===== src/rtl/radioSpiPkg.sv =====
package radioSpiPkg;
  localparam int BYTE_W = 8;

  typedef enum logic [1:0] {
    OP_REG_WR = 2'd0,
    OP_REG_RD = 2'd1,
    OP_BUF_WR = 2'd2,
    OP_BUF_RD = 2'd3
  } radioOp_t;

  // strobes from control to datapath
  typedef struct packed {
    logic              startByte;
    logic [BYTE_W-1:0] txByte;
  } spiStrobe_t;

  // status from datapath to control
  typedef struct packed {
    logic              byteDone;
    logic [BYTE_W-1:0] rxByte;
  } dpStatus_t;
endpackage


===== src/rtl/radioSpiDatapath.sv =====
module radioSpiDatapath
  import radioSpiPkg::*;
#(
  parameter int HALF_DIV = 2
) (
  input  logic       clk,
  input  logic       rstN,
  input  spiStrobe_t strobe,
  output dpStatus_t  status,
  output logic       sclk,
  output logic       mosi,
  input  logic       miso,
  input  logic       irqIn,
  output logic       irqSync
);
  localparam int DIV_W = (HALF_DIV > 1) ? $clog2(HALF_DIV) : 1;
  localparam logic [DIV_W-1:0] DIV_LAST = DIV_W'(HALF_DIV - 1);

  logic              active;
  logic              phaseHigh;
  logic [2:0]        bitCnt;
  logic [DIV_W-1:0]  divCnt;
  logic [BYTE_W-1:0] shReg;
  logic [BYTE_W-1:0] rxReg;
  logic              byteDone;
  logic              irqMeta;

  always_ff @(posedge clk or negedge rstN) begin
    if (!rstN) begin
      active    <= 1'b0;
      phaseHigh <= 1'b0;
      bitCnt    <= '0;
      divCnt    <= '0;
      shReg     <= '0;
      rxReg     <= '0;
      sclk      <= 1'b0;
      byteDone  <= 1'b0;
    end else begin
      byteDone <= 1'b0;
      if (strobe.startByte) begin
        active    <= 1'b1;
        phaseHigh <= 1'b0;
        bitCnt    <= '0;
        divCnt    <= '0;
        shReg     <= strobe.txByte;
      end else if (active) begin
        if (divCnt == DIV_LAST) begin
          divCnt <= '0;
          if (!phaseHigh) begin
            rxReg     <= {rxReg[BYTE_W-2:0], miso};
            sclk      <= 1'b1;
            phaseHigh <= 1'b1;
          end else begin
            sclk      <= 1'b0;
            phaseHigh <= 1'b0;
            shReg     <= {shReg[BYTE_W-2:0], 1'b0};
            if (bitCnt == 3'd7) begin
              active   <= 1'b0;
              byteDone <= 1'b1;
            end else begin
              bitCnt <= bitCnt + 3'd1;
            end
          end
        end else begin
          divCnt <= divCnt + 1'b1;
        end
      end
    end
  end

  always_ff @(posedge clk or negedge rstN) begin
    if (!rstN) begin
      irqMeta <= 1'b0;
      irqSync <= 1'b0;
    end else begin
      irqMeta <= irqIn;
      irqSync <= irqMeta;
    end
  end

  assign mosi            = shReg[BYTE_W-1];
  assign status.byteDone = byteDone;
  assign status.rxByte   = rxReg;


  mosi_stable_high_chk: assert property (@(posedge clk) disable iff (!rstN)
    sclk |-> $stable(mosi));


  no_restart_mid_byte_chk: assert property (@(posedge clk) disable iff (!rstN)
    strobe.startByte |-> !active);
endmodule


===== src/rtl/radioSpiCtrl.sv =====
module radioSpiCtrl
  import radioSpiPkg::*;
#(
  parameter logic [7:0] WR_PFX = 8'hC0,
  parameter logic [7:0] RD_PFX = 8'h80,
  parameter logic [7:0] BW_CMD = 8'h60,
  parameter logic [7:0] BR_CMD = 8'h20
) (
  input  logic              clk,
  input  logic              rstN,
  input  logic              cmdValid,
  input  logic [1:0]        cmdOp,
  input  logic [BYTE_W-1:0] cmdAddr,
  input  logic [BYTE_W-1:0] cmdLen,
  input  logic [BYTE_W-1:0] cmdCap,
  output logic              busy,
  input  logic [BYTE_W-1:0] wrData,
  input  logic              wrValid,
  output logic              wrReady,
  output logic [BYTE_W-1:0] rdData,
  output logic              rdValid,
  output logic              done,
  output logic [BYTE_W-1:0] doneCount,
  output logic              csN,
  output spiStrobe_t        strobe,
  input  dpStatus_t         status
);
  typedef enum logic [1:0] {S_IDLE, S_LOAD, S_SHIFT, S_END} state_t;
  typedef enum logic [1:0] {ST_CMD, ST_SECOND, ST_BODY} stage_t;

  state_t            state;
  stage_t            stage;
  radioOp_t          op;
  logic [BYTE_W-1:0] addrReg;
  logic [BYTE_W-1:0] lenReg;
  logic [BYTE_W-1:0] capReg;
  logic [BYTE_W-1:0] remain;
  logic [BYTE_W-1:0] countReg;
  logic              needWr;
  logic [BYTE_W:0]   rdTotal;
  logic [BYTE_W-1:0] rdClamped;

  assign busy   = (state != S_IDLE);
  assign needWr = (stage == ST_SECOND && op == OP_REG_WR) ||
                  (stage == ST_BODY   && op == OP_BUF_WR);
  assign wrReady = (state == S_LOAD) && needWr;

  assign rdTotal   = {1'b0, status.rxByte} + 9'd1;
  assign rdClamped = (rdTotal > {1'b0, capReg}) ? capReg : rdTotal[BYTE_W-1:0];

  always_comb begin
    strobe.startByte = (state == S_LOAD) && (!needWr || wrValid);
    strobe.txByte    = '0;
    unique case (stage)
      ST_CMD: begin
        unique case (op)
          OP_REG_WR: strobe.txByte = WR_PFX | addrReg;
          OP_REG_RD: strobe.txByte = RD_PFX | addrReg;
          OP_BUF_WR: strobe.txByte = BW_CMD;
          OP_BUF_RD: strobe.txByte = BR_CMD;
          default:   strobe.txByte = '0;
        endcase
      end
      ST_SECOND: begin
        if (op == OP_REG_WR)      strobe.txByte = wrData;
        else if (op == OP_BUF_WR) strobe.txByte = lenReg;
      end
      ST_BODY: begin
        if (op == OP_BUF_WR) strobe.txByte = wrData;
      end
      default: strobe.txByte = '0;
    endcase
  end

  always_ff @(posedge clk or negedge rstN) begin
    if (!rstN) begin
      state     <= S_IDLE;
      stage     <= ST_CMD;
      op        <= OP_REG_WR;
      addrReg   <= '0;
      lenReg    <= '0;
      capReg    <= '0;
      remain    <= '0;
      countReg  <= '0;
      csN       <= 1'b1;
      rdData    <= '0;
      rdValid   <= 1'b0;
      done      <= 1'b0;
      doneCount <= '0;
    end else begin
      rdValid <= 1'b0;
      done    <= 1'b0;
      unique case (state)
        S_IDLE: begin
          if (cmdValid) begin
            op       <= radioOp_t'(cmdOp);
            addrReg  <= cmdAddr;
            lenReg   <= cmdLen;
            capReg   <= cmdCap;
            countReg <= '0;
            stage    <= ST_CMD;
            csN      <= 1'b0;
            state    <= S_LOAD;
          end
        end
        S_LOAD: begin
          if (strobe.startByte) state <= S_SHIFT;
        end
        S_SHIFT: begin
          if (status.byteDone) begin
            state <= S_LOAD;
            unique case (stage)
              ST_CMD: stage <= ST_SECOND;
              ST_SECOND: begin
                unique case (op)
                  OP_REG_WR: state <= S_END;
                  OP_REG_RD: begin
                    rdData   <= status.rxByte;
                    rdValid  <= 1'b1;
                    countReg <= 8'd1;
                    state    <= S_END;
                  end
                  OP_BUF_WR: begin
                    remain <= lenReg;
                    stage  <= ST_BODY;
                    if (lenReg == '0) state <= S_END;
                  end
                  OP_BUF_RD: begin
                    remain   <= rdClamped;
                    countReg <= rdClamped;
                    stage    <= ST_BODY;
                    if (rdClamped == '0) state <= S_END;
                  end
                  default: state <= S_END;
                endcase
              end
              ST_BODY: begin
                remain <= remain - 1'b1;
                if (op == OP_BUF_RD) begin
                  rdData  <= status.rxByte;
                  rdValid <= 1'b1;
                end
                if (remain == 8'd1) state <= S_END;
              end
              default: state <= S_END;
            endcase
          end
        end
        S_END: begin
          csN       <= 1'b1;
          done      <= 1'b1;
          doneCount <= countReg;
          state     <= S_IDLE;
        end
        default: state <= S_IDLE;
      endcase
    end
  end


  busy_ends_with_done_chk: assert property (@(posedge clk) disable iff (!rstN)
    $fell(busy) |-> done);


  ready_only_busy_chk: assert property (@(posedge clk) disable iff (!rstN)
    wrReady |-> busy);


  count_within_cap_chk: assert property (@(posedge clk) disable iff (!rstN)
    (done && op == OP_BUF_RD) |-> (doneCount <= capReg));
endmodule


===== src/rtl/radioSpiEngine.sv =====
module radioSpiEngine
  import radioSpiPkg::*;
#(
  parameter int         HALF_DIV = 2,
  parameter logic [7:0] WR_PFX   = 8'hC0,
  parameter logic [7:0] RD_PFX   = 8'h80,
  parameter logic [7:0] BW_CMD   = 8'h60,
  parameter logic [7:0] BR_CMD   = 8'h20
) (
  input  logic       clk,
  input  logic       rstN,
  input  logic       cmdValid,
  input  logic [1:0] cmdOp,
  input  logic [7:0] cmdAddr,
  input  logic [7:0] cmdLen,
  input  logic [7:0] cmdCap,
  output logic       busy,
  input  logic [7:0] wrData,
  input  logic       wrValid,
  output logic       wrReady,
  output logic [7:0] rdData,
  output logic       rdValid,
  output logic       done,
  output logic [7:0] doneCount,
  output logic       spiCsN,
  output logic       spiSclk,
  output logic       spiMosi,
  input  logic       spiMiso,
  input  logic       irqIn,
  output logic       irqSync
);
  spiStrobe_t strobe;
  dpStatus_t  status;

  radioSpiCtrl #(
    .WR_PFX(WR_PFX), .RD_PFX(RD_PFX), .BW_CMD(BW_CMD), .BR_CMD(BR_CMD)
  ) i_ctrl (
    .clk(clk), .rstN(rstN), .cmdValid(cmdValid), .cmdOp(cmdOp),
    .cmdAddr(cmdAddr), .cmdLen(cmdLen), .cmdCap(cmdCap), .busy(busy),
    .wrData(wrData), .wrValid(wrValid), .wrReady(wrReady),
    .rdData(rdData), .rdValid(rdValid), .done(done), .doneCount(doneCount),
    .csN(spiCsN), .strobe(strobe), .status(status)
  );

  radioSpiDatapath #(.HALF_DIV(HALF_DIV)) i_dp (
    .clk(clk), .rstN(rstN), .strobe(strobe), .status(status),
    .sclk(spiSclk), .mosi(spiMosi), .miso(spiMiso),
    .irqIn(irqIn), .irqSync(irqSync)
  );


  sclk_idle_when_deselected_chk: assert property (@(posedge clk) disable iff (!rstN)
    spiCsN |-> !spiSclk);


  read_inside_select_chk: assert property (@(posedge clk) disable iff (!rstN)
    rdValid |-> !spiCsN);
endmodule


===== config.mk =====
export PLATFORM = sky130hd
export DESIGN_NAME = radioSpiEngine
export DESIGN_NICKNAME = d
export VERILOG_FILES = /design/src/rtl/radioSpiPkg.sv /design/src/rtl/radioSpiDatapath.sv /design/src/rtl/radioSpiCtrl.sv /design/src/rtl/radioSpiEngine.sv
export SDC_FILE = /design/constraint.sdc
export NUM_CORES = 1
export LEC_CHECK = 0
export BUFFER_PORTS_ARGS = -buffer_cell sky130_fd_sc_hd__buf_4
export CORE_ASPECT_RATIO = 2
export CORE_MARGIN = 2
export CORE_UTILIZATION = 48
export DETAILED_ROUTE_END_ITERATION = 8
export PLACE_DENSITY = 0.73
export REMOVE_ABC_BUFFERS = 1
export SYNTH_ARGS = -nofsm -noshare
export SYNTH_HDL_FRONTEND = slang
export SYNTH_SLANG_ARGS = --single-unit

===== constraint.sdc =====
create_clock -name clk -period 2.9 [get_ports clk]
set_input_delay 0.58 -clock clk [delete_from_list [all_inputs] [get_ports clk]]
set_output_delay 0.58 -clock clk [all_outputs]
set_load 0.1 [all_outputs]

==> impl_metrics.env <==
export IMPL_drtIter0Drc=239
export IMPL_setup_viol=0
export IMPL_synth_top_cells_by_area="dfrtp_1, mux2_2, ha_1"
export IMPL_wirelength_um=12600
export IMPL_antenna_found_initial=0
export IMPL_dieArea_um2=11000
export IMPL_power_density_nw_per_um2=1210
export IMPL_period_share_pct=96.1
export IMPL_min_path_type="in2async"
export IMPL_p_int_uw=4070
export IMPL_ios=64
export IMPL_cp_arrival_ns=3.01
export IMPL_endpoint_kind="register"
export IMPL_dpl_worst_slack_ns=-0.104
export IMPL_grt_usage_pct=24.5
export IMPL_netlist_instances=449
export IMPL_path_cells="ha_2 -> and3_4 -> and3_4 -> xnor2_2 -> ha_1 -> and3_1 -> and3_1 -> a211o_4 -> nor4b_2 -> o32a_1"
export IMPL_antennaDiodeCount=0
export IMPL_fmax_mhz=359
export IMPL_vias_per_cell=5.93
export IMPL_synth_seq_cells=90
export IMPL_cap_violations=0
export IMPL_clk_latency_ns=0.34
export IMPL_grt_pass1_vias=4263
export IMPL_pwr_share_clk_pct=18.9
export IMPL_leakage_uw=0.00275
export IMPL_finClkSkew_ns=0.00614
export IMPL_synth_distinct_cells=67
export IMPL_fp_dieW_um=75.0
export IMPL_hold_viol=0
export IMPL_cts_buffers=9
export IMPL_grt_overflow=0
export IMPL_synth_flop_cell="dfrtp_1"
export IMPL_clock_sinks=90
export IMPL_row_count=51
export IMPL_synth_seq_area_share_pct=46.5
export IMPL_drc=0
export IMPL_maxSlewViolCount=0
export IMPL_required_ns=3.13
export IMPL_async_flop_share_pct=100
export IMPL_ir_drop_uv=836
export IMPL_start_kind="register"
export IMPL_clockRootBuffer="clkbuf_16"
export IMPL_cts_tree="built"
export IMPL_cts_hold_buf=0
export IMPL_routabilityCongestion=0.948
export IMPL_clk_pin_slew_ns=0.06
export IMPL_cp_max_fo=7
export IMPL_drive_gt1_share_pct=32.1
export IMPL_final_common_cell="dfrtp_1"
export IMPL_synthDominantCellAreaShare_pct=46.0
export IMPL_coreArea_um2=9760
export IMPL_start_util_pct=49.6
export IMPL_dp_hpwl_um=9400
export IMPL_ant_nets=0
export IMPL_fin_ws_ns=0.114
export IMPL_yosys_warnings=0
export IMPL_cpPeakStageDelay_ns=0.38
export IMPL_drtPass1Iterations=5
export IMPL_htreeDepth=3
export IMPL_cpMaxStageDelayCell="dfrtp_1"
export IMPL_dr_total_vias=3924
export IMPL_syn_area_per_cell_um2=10.8
export IMPL_final_cell_mix="dfrtp_1, buf_4, nand2_1, mux2_2, o21ai_0"
export IMPL_clockBufferDepth=2
export IMPL_p_sw_share_pct=43.7
export IMPL_critical_path_class="reg2reg"
export IMPL_avgRoutedWirePerCell_um=19.0
export IMPL_worst_pin_slew_ns=0.736
export IMPL_post_cts_setup_buffers=0
export IMPL_synth_top_area_cell="dfrtp_1"
export IMPL_grt_max_degree=57
export IMPL_p_seq_share_pct=29.2
export IMPL_synth_edf_count=0
export IMPL_netlist_area_um2=4850
export IMPL_period_needed_ns=2.79
export IMPL_status="finished clean"
export IMPL_placed_cells=645
export IMPL_finish_net_count=582
export IMPL_share_comb_of_total_power_pct=51.9
export IMPL_portBuffers=62
export IMPL_grt_pass1_wl_um=20400
export IMPL_area_growth_pct=23.1
export IMPL_dieHeight_um=146
export IMPL_layout_cells_non_filler=662
export IMPL_slew_headroom_pct=50.9
export IMPL_power_switching_uw=3160
[cells in the mapped netlist (7+ instances only)]
cell and count:
dfrtp_1 89, mux2_2 42, nand2_1 42, o21ai_0 27, inv_1 20, a21oi_1 17, ha_1 17, nor2_1 15
nand4_1 12, mux2i_1 9, o311ai_1 9, buf_2 8, or3_1 8, and3_1 7
[metrics by stage]
step                 TNS, ns  hold slack, ns  util [%]  power, µW  area, µm²
floorplan             -0.901           0.284         -       4410       4710
global placement    -0.00412           0.338      56.8       5470       5540
detailed placement    -0.503           0.336      56.8       5630       5540
CTS                        0           0.323      60.7       7110       5920
global route        -0.00532           0.342      61.1       7620       5970
finish                     0           0.301      61.1       7230       5970
[kinds of logic (layout without fill, tap and decap cells)]
group	Yosys count	after routing	synth area share, %
flip-flops	90	90	46.5
XOR/XNOR	9	9	1.63
multiplexers	52	52	11.9
adder cells (fa/ha/maj)	17	17	4.39
AO/OA/AOI/OAI	99	100	14.2
buffers and inverters	43	123	4.39
AND/OR/NAND/NOR	139	139	17.0
[power groups by stage]
stage          Sequential, µW  Combinational [µW]  Clock (µW)
5_1_grt                  2180                4010        1430
3_5_place_dp             2130                3500           0
2_1_floorplan            2510                1900           0
3_3_place_gp             2110                3360           0
6_report                 2110                3750        1370
4_1_cts                  2110                3620        1390
[registers in the layout, summed over array words and instances (netlist names), 2 cells and up]
name and count:
i_ctrl.capReg 8, i_ctrl.remain 8, i_dp.shReg 8, i_ctrl.addrReg 7, i_ctrl.op 2, i_ctrl.countReg 8
i_ctrl.lenReg 8, i_dp.bitCnt 3, i_dp.rxReg 8, i_ctrl.doneCount 8, i_ctrl.state 2, i_ctrl.stage 2
i_ctrl.rdData 8
[critical path: cells and delay by family (launching register included)]
kind	cells	cell delay [ns]
simple gates	5	0.96
compound gates	2	0.69
fa+ha+maj	2	0.50
flops	1	0.38
xor+xnor	1	0.14
[cell type report]
cell class              count  area, µm²
clock buffers              12        256
clock inverters             4       97.6
fillers                   865       3800
inverters                  21       78.8
multi-input cells         317       2460
flip-flops and latches     90       2250
well taps                 132        165
repair buffers             86        658
[worst paths after layout]
check / from / endpoint / slack [ns] / cells after the start
hold reg to reg: i_dp.irqMeta$_DFF_PN0_ / i_dp.irqSync$_DFF_PN0_ / 0.35 / 0
setup reg to reg: i_dp.rxReg[0]$_DFFE_PN0P_ / i_ctrl.state[1]$_DFFE_PN0P_ / 0.11 / 10
hold / removal: rstN / i_ctrl.addrReg[3]$_DFFE_PN0P_ / 0.30 / 1
max in group asynchronous: rstN / i_ctrl.remain[4]$_DFFE_PN0P_ / 1.94 / 2
min in group clk: irqIn / i_dp.irqMeta$_DFF_PN0_ / 0.34 / 1
setup / recovery: i_dp.rxReg[0]$_DFFE_PN0P_ / i_ctrl.state[1]$_DFFE_PN0P_ / 0.11 / 10
[routing by layer]
layer  up-vias  GRT usage [%]  share of wire, %
li1       1820              -                 -
met5         -              0                 0
met4         0           15.4               6.2
met3        53           4.00               3.1
met1      1935           23.1                33
met2       116           45.4                58
[timing repair]
item / in CTS / in global routing
pin swaps: 1 / 2
gates cloned: 1 / 0
endpoints found under the setup margin: 16 / 15
gates resized for setup: 5 / 6
Note: power is estimated with default switching activity, not from simulation.
